**config.mk**
```make
export PLATFORM = sky130hd
export DESIGN_NAME = t1_fbit_tx
export DESIGN_NICKNAME = d
export VERILOG_FILES = /design/src/rtl/t1_fbit_pkg.sv /design/src/rtl/t1_slot_counter.sv /design/src/rtl/t1_crc6_gen.sv /design/src/rtl/t1_fbit_sel.sv /design/src/rtl/t1_fbit_tx.sv
export SDC_FILE = /design/constraint.sdc
export NUM_CORES = 1
export LEC_CHECK = 0
export BUFFER_PORTS_ARGS = -buffer_cell sky130_fd_sc_hd__buf_2
export CORE_MARGIN = 8
export CORE_UTILIZATION = 23
export DETAILED_ROUTE_END_ITERATION = 10
export GPL_ROUTABILITY_DRIVEN = 0
export HOLD_SLACK_MARGIN = 0.06
export PLACE_DENSITY_LB_ADDON = 0.08
export SLEW_MARGIN = 0
export SYNTH_ARGS = -nofsm -noshare
export SYNTH_HDL_FRONTEND = slang
export SYNTH_SLANG_ARGS = --single-unit
```
**constraint.sdc**
```tcl
create_clock -name clk_i -period 2.15 [get_ports clk_i]
set_input_delay 0.3225 -clock clk_i [delete_from_list [all_inputs] [get_ports clk_i]]
set_output_delay 0.3225 -clock clk_i [all_outputs]
set_load 0.01 [all_outputs]
```
**src/rtl/t1_fbit_pkg.sv**
```systemverilog
package t1_fbit_pkg;
  localparam int CRC_W = 6;
  // bit i = value for pattern position i (position 0 first on the line)
  localparam logic [5:0] D4_TERM_PAT = 6'b010101;
  localparam logic [5:0] D4_SIG_PAT  = 6'b011100;
  localparam logic [5:0] ESF_FPS_PAT = 6'b110100;
  localparam logic [CRC_W-1:0] CRC_POLY = 6'b000011; // x^6 + x + 1
endpackage

```
**src/rtl/t1_slot_counter.sv**
```systemverilog
module t1_slot_counter #(
  parameter int CH_NUM     = 24,
  parameter int CH_BITS    = 8,
  parameter int D4_FRAMES  = 12,
  parameter int ESF_FRAMES = 24,
  parameter int BW = $clog2(CH_NUM*CH_BITS+1),
  parameter int FW = $clog2(ESF_FRAMES)
) (
  input  logic          clk_i,
  input  logic          rst_ni,
  input  logic          run_i,
  input  logic          esf_i,
  output logic [BW-1:0] bit_o,
  output logic [FW-1:0] frm_o
);
  localparam int FRAME_BITS = CH_NUM*CH_BITS + 1;
  localparam logic [BW-1:0] LAST_BIT = BW'(FRAME_BITS-1);

  logic [FW-1:0] last_frm;
  assign last_frm = esf_i ? FW'(ESF_FRAMES-1) : FW'(D4_FRAMES-1);

  always_ff @(posedge clk_i or negedge rst_ni) begin
    if (!rst_ni) begin
      bit_o <= '0;
      frm_o <= '0;
    end else if (run_i) begin
      if (bit_o == LAST_BIT) begin
        bit_o <= '0;
        // >= also recovers from a format change mid-group
        frm_o <= (frm_o >= last_frm) ? '0 : frm_o + 1'b1;
      end else begin
        bit_o <= bit_o + 1'b1;
      end
    end
  end
endmodule

```
**src/rtl/t1_crc6_gen.sv**
```systemverilog
module t1_crc6_gen
  import t1_fbit_pkg::*;
(
  input  logic             clk_i,
  input  logic             rst_ni,
  input  logic             run_i,
  input  logic             mf_first_i,
  input  logic             din_i,
  output logic [CRC_W-1:0] crc_o
);
  logic [CRC_W-1:0] acc_q;

  function automatic logic [CRC_W-1:0] step(input logic [CRC_W-1:0] c, input logic d);
    logic fb;
    fb = c[CRC_W-1] ^ d;
    return {c[CRC_W-2:0], 1'b0} ^ (fb ? CRC_POLY : '0);
  endfunction

  always_ff @(posedge clk_i or negedge rst_ni) begin
    if (!rst_ni) begin
      acc_q <= '0;
      crc_o <= '0;
    end else if (run_i) begin
      if (mf_first_i) begin
        crc_o <= acc_q;              // remainder of the group just finished
        acc_q <= step('0, din_i);
      end else begin
        acc_q <= step(acc_q, din_i);
      end
    end
  end
endmodule

```
**src/rtl/t1_fbit_sel.sv**
```systemverilog
module t1_fbit_sel
  import t1_fbit_pkg::*;
#(
  parameter int FW        = 5,
  parameter int D4_FRAMES = 12
) (
  input  logic [FW-1:0]    frm_i,
  input  logic             esf_i,
  input  logic             j1_i,
  input  logic             yellow_i,
  input  logic             fdl_i,
  input  logic [CRC_W-1:0] crc_i,
  output logic             fbit_o,
  output logic             fdl_slot_o
);
  logic [2:0] k4, k2;
  assign k4 = 3'(frm_i >> 2);
  assign k2 = 3'(frm_i >> 1);

  always_comb begin
    fbit_o     = 1'b0;
    fdl_slot_o = 1'b0;
    if (esf_i) begin
      unique case (frm_i[1:0])
        2'b00, 2'b10: begin
          fbit_o     = fdl_i;
          fdl_slot_o = 1'b1;
        end
        2'b01:   fbit_o = crc_i[3'(CRC_W-1) - k4];
        default: fbit_o = ESF_FPS_PAT[k4];
      endcase
    end else if (!frm_i[0]) begin
      fbit_o = D4_TERM_PAT[k2];
    end else if (j1_i && frm_i == FW'(D4_FRAMES-1)) begin
      fbit_o = yellow_i;
    end else begin
      fbit_o = D4_SIG_PAT[k2];
    end
  end
endmodule

```
**src/rtl/t1_fbit_tx.sv**
```systemverilog
module t1_fbit_tx
  import t1_fbit_pkg::*;
#(
  parameter int CH_NUM     = 24,
  parameter int CH_BITS    = 8,
  parameter int D4_FRAMES  = 12,
  parameter int ESF_FRAMES = 24
) (
  input  logic clk_i,
  input  logic rst_ni,
  input  logic esf_mode_i,
  input  logic j1_yellow_en_i,
  input  logic yellow_i,
  input  logic fdl_i,
  input  logic pay_i,
  output logic line_o,
  output logic frame_start_o,
  output logic mf_start_o,
  output logic pay_req_o,
  output logic fdl_req_o
);
  localparam int BW = $clog2(CH_NUM*CH_BITS+1);
  localparam int FW = $clog2(ESF_FRAMES);

  logic             run_q;
  logic [BW-1:0]    bit_idx;
  logic [FW-1:0]    frm_idx;
  logic [CRC_W-1:0] crc_hold;
  logic             fbit, fdl_slot, f_cyc, mf_cyc;

  always_ff @(posedge clk_i or negedge rst_ni) begin
    if (!rst_ni) run_q <= 1'b0;
    else         run_q <= 1'b1;
  end

  t1_slot_counter #(
    .CH_NUM(CH_NUM), .CH_BITS(CH_BITS), .D4_FRAMES(D4_FRAMES),
    .ESF_FRAMES(ESF_FRAMES), .BW(BW), .FW(FW)
  ) u_cnt (
    .clk_i(clk_i), .rst_ni(rst_ni), .run_i(run_q), .esf_i(esf_mode_i),
    .bit_o(bit_idx), .frm_o(frm_idx)
  );

  assign f_cyc  = run_q && (bit_idx == '0);
  assign mf_cyc = f_cyc && (frm_idx == '0);

  t1_crc6_gen u_crc (
    .clk_i(clk_i), .rst_ni(rst_ni), .run_i(run_q), .mf_first_i(mf_cyc),
    .din_i(f_cyc ? 1'b1 : pay_i), .crc_o(crc_hold)
  );

  t1_fbit_sel #(.FW(FW), .D4_FRAMES(D4_FRAMES)) u_sel (
    .frm_i(frm_idx), .esf_i(esf_mode_i), .j1_i(j1_yellow_en_i),
    .yellow_i(yellow_i), .fdl_i(fdl_i), .crc_i(crc_hold),
    .fbit_o(fbit), .fdl_slot_o(fdl_slot)
  );

  assign line_o        = f_cyc ? fbit : (run_q & pay_i);
  assign frame_start_o = f_cyc;
  assign mf_start_o    = mf_cyc;
  assign pay_req_o     = run_q && (bit_idx != '0);
  assign fdl_req_o     = f_cyc && esf_mode_i && fdl_slot;
endmodule

```
* Word-level counts from Yosys, hierarchy flattened
Memories as Yosys holds them, arrays and structs flattened.
Cells that the tools add are included.
** Operators by class
- $add $sub $neg :: 3
- Order comparisons :: 4
- Equal/unequal tests :: 4
- Muxes and demuxes :: 19
- Bitwise operators :: 3
- Reduce and logical (&&, ||, !) cells :: 13
** Operator list (number)
- $lt 3x4->1 const B :: 3
- $mux 1 :: 11
- $mux 5 :: 2
- $add 8x1->8 const B :: 1
- $eq 8x8->1 const B :: 1
- $logic_not 8->1 :: 1
- $mux 8 :: 1
- $reduce_bool 8->1 :: 1
- $logic_and 1x1->1 :: 6
- $mux 6 :: 1
- $xor 6x6->6 :: 1
- $add 5x1->5 const B :: 1
- $eq 5x4->1 const B :: 1
- $ge 5x5->1 :: 1
- $logic_not 5->1 :: 1
- $mux 2 :: 2
- $reduce_and 2->1 :: 2
- $bmux 1 s3 :: 1
- $sub 3x3->3 const A :: 1
- $eq 2x1->1 const B :: 1
- $eq 2x2->1 const B :: 1
- $logic_not 2->1 :: 1
- $pmux 1 s2 :: 1
- $reduce_or 2->1 :: 1
- 2 further kinds :: 2
** Storage, ports and cells
- Register bits after elaboration :: 26
- ROM bits :: 24
- Logic and storage cells :: 54
- Memories kept :: 3
** Memory list
- (no name shown) :: depth 8, width 1, read ports 1, clocked after memory_dff 0, wr ports 0, RTL line t1_fbit_sel.sv:37 : fbit_o = D4_SIG_PAT[k2];
- (no name shown) :: depth 8, width 1, read ports 1, clocked after memory_dff 0, wr ports 0, RTL line t1_fbit_sel.sv:30 : default: fbit_o = ESF_FPS_PAT[k4];
- (no name shown) :: depth 8, width 1, read ports 1, clocked after memory_dff 0, wr ports 0, RTL line t1_fbit_sel.sv:33 : fbit_o = D4_TERM_PAT[k2];

* Depth between registers and ports, before layout
Gate-level depths: netlist of the first run.
- Depth after elaboration :: 7
- Gate-level depth with buffers :: 7
- Depth with buffers taken out :: 6

* By module
A second synthesis of the first run with hierarchy kept.
** Second synthesis, totals
- Cell total of the unflattened synthesis :: 153
- Area, all modules :: 1492.7 sq um
** By module, submodules not included
- t1_slot_counter :: times used 1, cells each 74, area each 739.5 sq um, sequential area each 325.3 sq um
- t1_crc6_gen :: times used 1, cells each 46, area each 485.5 sq um, sequential area each 300.3 sq um
- t1_fbit_sel :: times used 1, cells each 17, area each 141.4 sq um, sequential area each 0.0 sq um
- t1_fbit_tx :: times used 1, cells each 16, area each 126.4 sq um, sequential area each 25.0 sq um

* Worst setup path before layout of the first run
No wires, ideal clock.
- Path kind :: register to output
- Start point :: register u_cnt.frm_o[0]
- End point :: output line_o
- Data arrival time :: 1.551 ns
- Required time :: 1.827 ns
- Setup slack :: 0.276 ns
- Cell stages (with the launch flop) :: 6
- Cells stage by stage :: dfrtp_1 > ha_1 > nor4bb_1 > and4_1 > o21ai_0 > a22oi_1
** On the way
- Word-level cells in the longest chain between the ends :: 6
- Elaborated cells on any way between the ends :: 11
- Those cells by class :: eq/ne: 3; mux: 5; reduce/logical: 3
** RTL lines
- start, declared :: RTL line t1_slot_counter.sv:14 : output logic [FW-1:0] frm_o
- start signal, assigned :: RTL line t1_slot_counter.sv:30 : frm_o <= (frm_o >= last_frm) ? '0 : frm_o + 1'b1;
- $eq 5x4->1 :: RTL line t1_fbit_sel.sv:34 : end else if (j1_i && frm_i == FW'(D4_FRAMES-1)) begin
- $logic_and 1x1->1 :: RTL line t1_fbit_sel.sv:34
- $mux 1 :: RTL line t1_fbit_sel.sv:34
- $mux 1 :: RTL line t1_fbit_sel.sv:32 : end else if (!frm_i[0]) begin
- $mux 1 * :: RTL line t1_fbit_sel.sv:23 : if (esf_i) begin
- $mux 1 * :: RTL line t1_fbit_tx.sv:58 : assign line_o = f_cyc ? fbit : (run_q & pay_i);
- end, declared :: RTL line t1_fbit_tx.sv:16 : output logic line_o,
Mark *: on every way between the ends. The rest lies on a longest branch, timed or not.

* Final worst setup path of the first run
- Start point :: register u_cnt.frm_o[1]
- End point :: output line_o
** On the way
- Word-level cells in the longest chain between the ends :: 6
- Elaborated cells on any way between the ends :: 15
- Those cells by class :: eq/ne: 3; mux: 7; reduce/logical: 3; memory: 2
** RTL lines (RTL line)
- $mem_v2 8x1 / $eq 5x4->1 (equally long branches)
- $mux 1 (implied by the code) / $logic_and 1x1->1 (equally long branches) :: t1_fbit_sel.sv:37, t1_fbit_sel.sv:34
- $mux 1 :: t1_fbit_sel.sv:34
- $mux 1 :: t1_fbit_sel.sv:32
- $mux 1 * :: t1_fbit_sel.sv:23
- $mux 1 * :: t1_fbit_tx.sv:58
Mark *: on every way between the ends. The rest lies on a longest branch, timed or not. The select of a mux whose other input is x is not followed.

==> results.md, run 1 <==
- Status: finished clean
- Clk buf depth: 2
- Synth cell types: between 40 and 50
- Rows: 30
- Layout cells sized above 1: a little under a third
- Hold Fails Final Rpt: 0
- Die W: 98.13 um
- Vias/cell: ~4.8
- Starting density of the core: a little under a quarter
- Yosys Warn Count: 0
- Crit-path leading delay family: compound AO/OA/AOI/OAI gates
- Sequential cell area fraction in the yosys report: approximately two fifths
- CP max stage delay: ~0.45 ns
- Crit Path Class: reg2out
- Slew Viols, Final: 0
- Max Cap Viol: 0
- CP arrival: 1.77 ns
- Post-route ant nets: 0
- Die Y: between 90 and 100 um
- Synthesis-to-finish area growth: 25.32%
- Hold buffer count at CTS: 0
- Measured slew at the worst slew-check pin: between 0.6 and 0.7 ns
- Synthesized instance count: between 150 and 200
- Top cell type's share of synthesized area: a little over two fifths
- Total congestion overflow: 0
- Most frequent cells in the layout: dfrtp_1, buf_4, nand2_1
- Pre-CTS setup slack: slightly above 0.02 ns
- DRT iter0 DRCs: 44
- I/O pin count: 12
- Initial antenna violation count: 0
- Drc violations: 0
- CTS root buf: clkbuf_8
- Post-synth EDFFs: 0
- Filler cells: a little under 700
- Die area: approximately 9600 um2
- Relative slew slack: about three fifths
- Worst setup margin: 0.05780 ns
- Final period util: a little over nine tenths
- Critical path cell sequence: buf_6, ha_2, o21a_1, a211o_1, o21ai_2, a22oi_2, buf_2
- Nets: 198
- Routed via count: between 1000 and 1500
- Minimum clock period: 2.092 ns
- Fmax: between 400 and 500 MHz
- Antenna Cells: 0
- Total wire length: about 4.0 mm
- Ys async rst share: 100.0%
- Synthesized area per cell: a little over 10 um2
- Class of the worst hold path: in2async
- CTS buffer count: 3
- Buffers & Inverters on Critical Path: 2
- Cell taking the most area after synthesis: dfrtp_1
- Top cells by area, synth: dfrtp_1, ha_1, xnor2_1, mux2_1, nand2_1
- Most common cell after layout, fill and taps aside: dfrtp_1
- Mapped Area: ~1600 um2
- Vias in the first global route: roughly 1300
- DR WL/cell: between 15 and 20 um
- Ys flop type: dfrtp_1
- Post-DP HPWL: 2.955 mm
- Power Dens Cells: approximately 750 nW/um2
- First-pass GRT wire length: between 6 and 7 mm
- Slowest stage cell, crit path: dfrtp_2
- Final setup vio count: 0
- Htree depth: 1
- #FFs+latches synth: 26
- Total track usage: between 8 and 9%
- Setup Skew: around 0.0036 ns
- Drt pass-1 iters: 4
- Port Buffers: 11
- Unrepaired setup endpoints after global routing: true
- Syn nets: around 170
- Worst setup EP type: output pin
- Clock sink total: 26
- Clock-pin slew on the worst setup and hold paths: roughly 0.09 ns
- CTS tree: built
- Clk_lat worst skew: 0.27 ns
- Critical Path RT: 1.83 ns
- Worst-path fanout max: 4
- CP startpoint: u_cnt.frm_o[1]
- Core ar.: between 6000 and 7000 um2
- Largest net degree at the start of global routing: 27
- CP Launch Type: register
- Setup TNS: 0 ns
- Leak: roughly 0.00087 uW
- Reg2reg start: u_cnt.bit_o[4]
- Worst VDD drop: ~0.26 mV
## where the power goes
part / internal (uW) / total [uW] / switching (uW) / leakage [uW]
sequential: 582 / 681 / 98.9 / 0.000309
combinational: 214 / 455 / 242 / 0.000532
clock: 164 / 321 / 158 / 0.0000288
## synth_stat cells, drive strengths merged, types with 2 or more instances
cell      n
dfrtp    26
clkbuf    3
nor4      4
nand2b    4
a21oi     7
o2bb2ai   4
o21ai     8
xor2      2
nor3      3
nand3     2
and3      2
ha        9
nor2b     2
mux2      7
nor2      6
a31oi     3
nand4bb   2
and4      2
nand2    12
o22ai     2
inv       9
nand4     2
mux2i     4
xnor2     7
## flip-flops by register name, summed over array words and instances (netlist names)
register     count
u_cnt.bit_o      8
u_crc.acc_q      6
u_crc.crc_o      6
u_cnt.frm_o      5
run_q            1
## routing by layer
| layer | wire length, um | vias to the layer above | track usage [%] |
|---|---|---|---|
| met3 | 166 | 8 | 1.920 |
| met2 | 1948 | 25 | 15.12 |
| li1 | - | 615 | - |
| met4 | 104 | 0 | 3.778 |
| met5 | 0 | - | 0 |
| met1 | 1768 | 613 | 9.480 |
## cell type report
cell class              instances  area (um2)  share of cell area (%)
inverters                      10       37.54                   1.931
well taps                      80       100.1                   5.148
clock buffers                   4       55.05                   2.831
flip-flops and latches         26       658.1                   33.85
multi-input cells             113       907.1                   46.65
repair buffers                 28       186.4                   9.588
## metrics by stage
stage	instances	instance area [um2]	total power [uW]	hold WS (ns)	utilization [%]
2_1_floorplan	153	1551	942.1	0.02691	-
3_3_place_gp	249	1758	1077	0.3608	26.46
3_5_place_dp	249	1758	1080	0.3813	26.46
4_1_cts	259	1894	1457	0.07513	28.51
5_1_grt	261	1944	1554	0.09168	29.27
6_report	261	1944	1457	0.05023	29.27
## cell families (layout without fill, tap and decap cells)
group / Yosys count / count (layout) / synth area share [%]
buffers and inverters: 14 / 42 / 3.467
and+or+nand+nor: 48 / 48 / 19.27
other: 1 / 1 / 0.2417
AOI/OAI and AO/OA: 35 / 35 / 15.08
xor gates and xnor gates: 9 / 9 / 5.081
DFF: 26 / 26 / 41.94
muxes: 11 / 11 / 7.661
adders and majority gates: 9 / 9 / 7.258
## worst paths after layout
kind / to / slack (ns) / depth (start not counted)
worst min register to register: u_crc.crc_o[1] / 0.50 / 1
max in group asynchronous: u_cnt.frm_o[2] / 1.66 / 1
worst max register to register: u_cnt.frm_o[2] / 0.27 / 5
min in group clk_i: u_crc.acc_q[0] / 0.49 / 4
worst max-delay path: line_o / 0.06 / 7
worst min-delay path: u_crc.acc_q[3] / 0.05 / 1
## repair_timing
| action | in CTS | in global routing |
|---|---|---|
| endpoints found under the setup margin | 2 | 2 |
| gates resized for setup | 14 | 10 |
| setup buffers | 6 | 2 |
| pin swaps | 3 | 2 |
(Power assumes the default switching activity.)
==> run 2, diff against run 1 <==
- RECOVER_POWER: default -> 50
==> run 2 against run 1 <==
Net effect: critical path depth unchanged; combinational power about the same; cell area about the same; clock power about the same; clock skew about the same; hold slack better by 0.34 ns; cell count unchanged; global-route usage unchanged; die area unchanged; register-to-register slack about the same; critical path type unchanged.
==> results.md, run 2 (synthesis gave the netlist of run 1 again) <==
- Nets: between 150 and 200
- Power Dens Cells: approximately 750 nW/um2
- Relative slew slack: ~1%
- Hold buffer count at CTS: 0
- Leak: roughly 0.00087 uW
- Worst-path fanout max: 4
- Combinational share of power: 31.2%
- Filler cells: 697
- Vias/cell: ~4.8
- Switching Share: between 30 and 40%
- Top Registers: u_cnt.bit_o: 8 flops, u_crc.acc_q: 6 flops, u_crc.crc_o: 6 flops
- Clock power share: between 20% and 30%
- Drt pass-1 iters: 4
- Pint: about 960 uW
- Total congestion overflow: 0
- Antenna Cells: 0
- Class of the worst hold path: in2async
- Most frequent cells in the layout: dfrtp_1, buf_4, nand2_1
- Drc violations: 0
- CP arrival: approximately 1.8 ns
- Unrepaired setup endpoints after global routing: true
- Multi-input logic area: 907.1 um2
- Most common cell after layout, fill and taps aside: dfrtp_1
- Die W: slightly below 100 um
- Die area: between 9000 and 10000 um2
- Routed via count: ~1300
- Design Area, Final: ~1900 um2
- Status: finished clean
- CTS buffer count: 3
- Htree depth: 1
- Final setup vio count: 0
- Clk buf depth: 2
- Hold Fails Final Rpt: 0
- Area after DPL: 1758 um2
- Slew Viols, Final: 0
- Clk_lat worst skew: ~0.27 ns
- Final period util: 97.31%
- Initial antenna violation count: 0
- Clock sink total: 26
- Register area: between 600 and 700 um2
- Worst setup EP type: output pin
- CTS root buf: clkbuf_8
- Die Y: between 90 and 100 um
- Largest Register: u_cnt.bit_o
- Port Buffers: 11
- Clock-pin slew on the worst setup and hold paths: around 0.090 ns
- Critical Path RT: between 1.5 and 2 ns
- Largest net degree at the start of global routing: 27
- Crit Path Class: reg2out
- I/O pin count: 12
- Total track usage: roughly 8.5%
- Critical path cell sequence: buf_6, ha_2, o21a_1, a211o_1, o21ai_2, a22oi_2, buf_2
- Crit-path leading delay family: compound AO/OA/AOI/OAI gates
- Worst VDD drop: 0.2606 mV
- CP Launch Type: register
- DR WL/cell: roughly 15 um
- Pwr Total: between 1000 and 1500 uW
- First-pass GRT wire length: between 6 and 7 mm
- Flop pwr share: a little under half
- Setup Skew: 0.003310 ns
- Layout cells sized above 1: a little under a third
- Synthesis-to-finish area growth: 25.24%
- Core ar.: ~6600 um2
- Rows: 30
- Max FFs per register: 8
- Minimum clock period: ~2.1 ns
- Post-route ant nets: 0
- Post-DP HPWL: around 3.0 mm
- DRT iter0 DRCs: between 40 and 50
- Starting density of the core: a little under a quarter
- Slowest stage cell, crit path: dfrtp_2
- Buffers & Inverters on Critical Path: 2
- Total wire length: between 3 and 4 mm
- Max Cap Viol: 0
- CP max stage delay: 0.45 ns
- Vias in the first global route: 1294
- Psw: roughly 500 uW
- CTS tree: built
- Measured slew at the worst slew-check pin: about 1.5 ns
- Fmax: between 400 and 500 MHz
## run 2: cell type report
cell class | count | area share [%]
multi-input combinational | 113 | 46.68
sequential | 26 | 33.87
timing repair buffer | 28 | 9.530
tap | 80 | 5.151
clock buffer | 4 | 2.833
inverter | 10 | 1.932
## run 2: final timing paths
check | from | endpoint | slack, ns | depth (start not counted)
worst max-delay path | u_cnt.frm_o[1] | line_o | 0.06 | 7
worst min-delay path | rst_ni | u_crc.acc_q[3] | 0.39 | 1
max in group asynchronous | rst_ni | u_cnt.frm_o[2] | 0.79 | 1
worst max register to register | u_cnt.bit_o[4] | u_cnt.frm_o[2] | 0.27 | 5
min in group clk_i | pay_i | u_crc.acc_q[0] | 0.49 | 4
worst min register to register | u_crc.crc_o[1] | u_crc.crc_o[1] | 0.50 | 1
## run 2: repair_timing
action,CTS,global route
setup endpoints to repair,2,2
gates resized for setup,14,10
setup buffers,6,2
pin swaps,3,2
## run 2: power groups by stage
stage                     combinational [uW]  clock (uW)  sequential, uW
after floorplan                          265           0             677
after CTS                                421         344             692
after global placement                   362           0             715
after detailed placement                 370           0             711
final                                    455         322             681
after global routing                     503         358             693
## run 2: stage by stage
stage	TNS, ns	utilization [%]	instances	setup WS, ns	hold slack [ns]
final	0	29.25	261	0.05780	0.3869
after global routing	-0.02108	29.25	261	-0.02108	0.5144
after global placement	0	26.46	249	0.1056	0.3608
after floorplan	0	-	153	0.2762	0.02691
after detailed placement	0	26.46	249	0.02074	0.3813
after CTS	0	28.51	259	0.004692	0.07513
## run 2: worst register-to-register path, cell delays in order (launching register included)
cell     delay, ns
dfrtp_2       0.44
buf_4         0.16
or4_4         0.54
nor4_4        0.34
buf_4         0.21
a21oi_1       0.07
## run 2: per-layer routing
metal / up-vias / wire length [um] / GRT usage [%]
met2: 25 / 1945 / 15.12
met1: 614 / 1772 / 9.480
met4: 0 / 104 / 3.778
met5: - / 0 / 0
met3: 8 / 166 / 1.920
li1: 615 / - / -
==> run 3, diff against run 2 <==
- BUFFER_PORTS_ARGS: -buffer_cell sky130_fd_sc_hd__buf_2 -> -buffer_cell sky130_fd_sc_hd__clkbuf_2
- CTS_CLUSTER_DIAMETER: default -> 40
- RECOVER_POWER: 50 -> default
==> run 3 against run 2 <==
Net effect: cell area grew 3.0%; via count grew 0.63%; cell count grew 1.5%; critical endpoint unchanged; clock power grew 29%; sequential power grew 3.2%; sequential share of layout area shrank 1.1 points; largest power group unchanged.
==> results.md, run 3 (synthesis gave the netlist of run 1 again) <==
- Clock sink total: 26
- Fmax: 474.8 MHz
- Minimum clock period: roughly 2.1 ns
- Rows: 30
- Final period util: between 90 and 100%
- Total congestion overflow: 0
- CTS root buf: clkbuf_8
- Max FFs per register: 8
- Drt pass-1 iters: 4
- Synthesis-to-finish area growth: 28.95%
- CP Launch Type: register
- Pre-CTS setup slack: around 0.09 ns
- Vias/cell: approximately 4.8
- Critical Path RT: between 1.5 and 2 ns
- Die W: around 98 um
- Post-DP HPWL: approximately 2.9 mm
- Unrepaired setup endpoints after global routing: true
- Largest net degree at the start of global routing: 27
- Htree depth: 1
- Drc violations: 0
- Critical path cell sequence: inv_2, ha_2, o21a_1, a211o_1, o21ai_2, a22oi_1, buf_2
- Relative slew slack: a little over half
- CTS buffer count: 3
- Nets: between 200 and 250
- Measured slew at the worst slew-check pin: 0.6839 ns
- Area after DPL: approximately 1800 um2
- Clk_lat worst skew: about 0.27 ns
- DRT iter0 DRCs: 41
- Slowest stage cell, crit path: dfrtp_2
- DR WL/cell: 14.88 um
- Hold_ws: approximately 0.066 ns
- Initial antenna violation count: 0
- Met1 wire length: 1.900 mm
- Setup Skew: ~0.0094 ns
- Final setup vio count: 0
- Routed via count: approximately 1300
- Met2 wire len: 1.863 mm
- FF-to-FF path depth: 6
- Antenna Cells: 0
- Layout cells sized above 1: between 30% and 40%
- Slew Viols, Final: 0
- CP max stage delay: around 0.45 ns
- Core ar.: roughly 6600 um2
- Top Registers: u_cnt.bit_o: 8 flops, u_crc.acc_q: 6 flops, u_crc.crc_o: 6 flops
- Post-route ant nets: 0
- Port Buffers: 11
- Reg2reg start: u_cnt.bit_o[5]
- I/O pin count: 12
- Reg2reg setup slack: about 0.15 ns
- Hold Fails Final Rpt: 0
- CP arrival: 1.78 ns
- Design Area, Final: 2001 um2
- Crit Reg-Reg Endpoint: u_cnt.frm_o[0]
- Max Cap Viol: 0
- Worst-path fanout max: 5
- Worst setup margin: between 0.04 and 0.05 ns
- Largest Register: u_cnt.bit_o
- Most common cell after layout, fill and taps aside: dfrtp_1
- Power Dens Cells: approximately 800 nW/um2
- Most frequent cells in the layout: dfrtp_1, buf_4, nand2_1
- Starting density of the core: between 20% and 30%
- Highest Signal Layer: met4
- Leak: roughly 0.00090 uW
- Total wire length: approximately 4 mm
- Clock-pin slew on the worst setup and hold paths: ~0.1 ns
- Total track usage: roughly 8.1%
- Die Y: slightly below 100 um
- Clk buf depth: 2
- Met3 wire len: roughly 130 um
- Die area: 9630 um2
- Class of the worst hold path: in2async
- CTS tree: built
- Worst setup EP type: output pin
- Hold buffer count at CTS: 0
- Vias in the first global route: 1249
- Worst VDD drop: between 0.3 and 0.4 mV
- First-pass GRT wire length: 6.354 mm
- Crit Path Class: reg2out
- Status: finished clean
-- run 3: worst max path at each step --
stage	cells past startpoint	endpoint	slack, ns	from
detailed placement	5	mf_start_o	0.09	u_cnt.frm_o[1]
global route	7	line_o	-0.04	u_cnt.bit_o[5]
floorplan	5	line_o	0.28	u_cnt.frm_o[0]
CTS	7	line_o	0.004	u_cnt.frm_o[0]
global placement	5	mf_start_o	0.13	u_cnt.frm_o[0]
finish	7	line_o	0.04	u_cnt.frm_o[1]
-- run 3: worst max-delay path: cells and delay by family (launching register included) --
family                     cells  cell delay (ns)
AOI/OAI and AO/OA              4             0.69
adders and majority gates      1             0.17
buffers and inverters          2             0.20
DFF                            1             0.45
-- run 3: cell type report --
type,count,area (um2)
clock inverter,1,30.03
fill,701,4643
clock buffer,3,41.29
inverter,10,37.54
timing repair buffer,32,224.0
multi-input combinational,113,912.1
sequential,26,655.6
tap,80,100.1
-- run 3: where the power goes --
part	internal [uW]	switching, uW	total, uW	leakage (uW)
registers	582	122	703	0.000310
clock network	249	166	415	0.0000357
logic	248	233	481	0.000551
-- run 3: repair_timing --
| item | in CTS | in global routing |
|---|---|---|
| pin swaps | 3 | 5 |
| resized for setup | 10 | 15 |
| endpoints found under the hold margin | 0 | 0 |
| gates cloned | 0 | 0 |
| buffers inserted | 2 | 7 |
| setup endpoints to repair | 2 | 2 |
-- run 3: routing by layer --
layer / track usage [%] / vias to the layer above
li1: - / 619
met1: 10.28 / 633
met2: 13.33 / 14
met3: 1.778 / 4
met4: 2.125 / 0
met5: 0 / -
-- run 3: through the flow --
step,util [%],total power (uW),TNS [ns],cells
after floorplan,-,942.1,0,153
after global placement,26.80,1089,0,252
after detailed placement,26.80,1091,0,252
after CTS,28.59,1518,0,258
after global routing,30.11,1701,-0.03518,265
final,30.11,1600,0,265
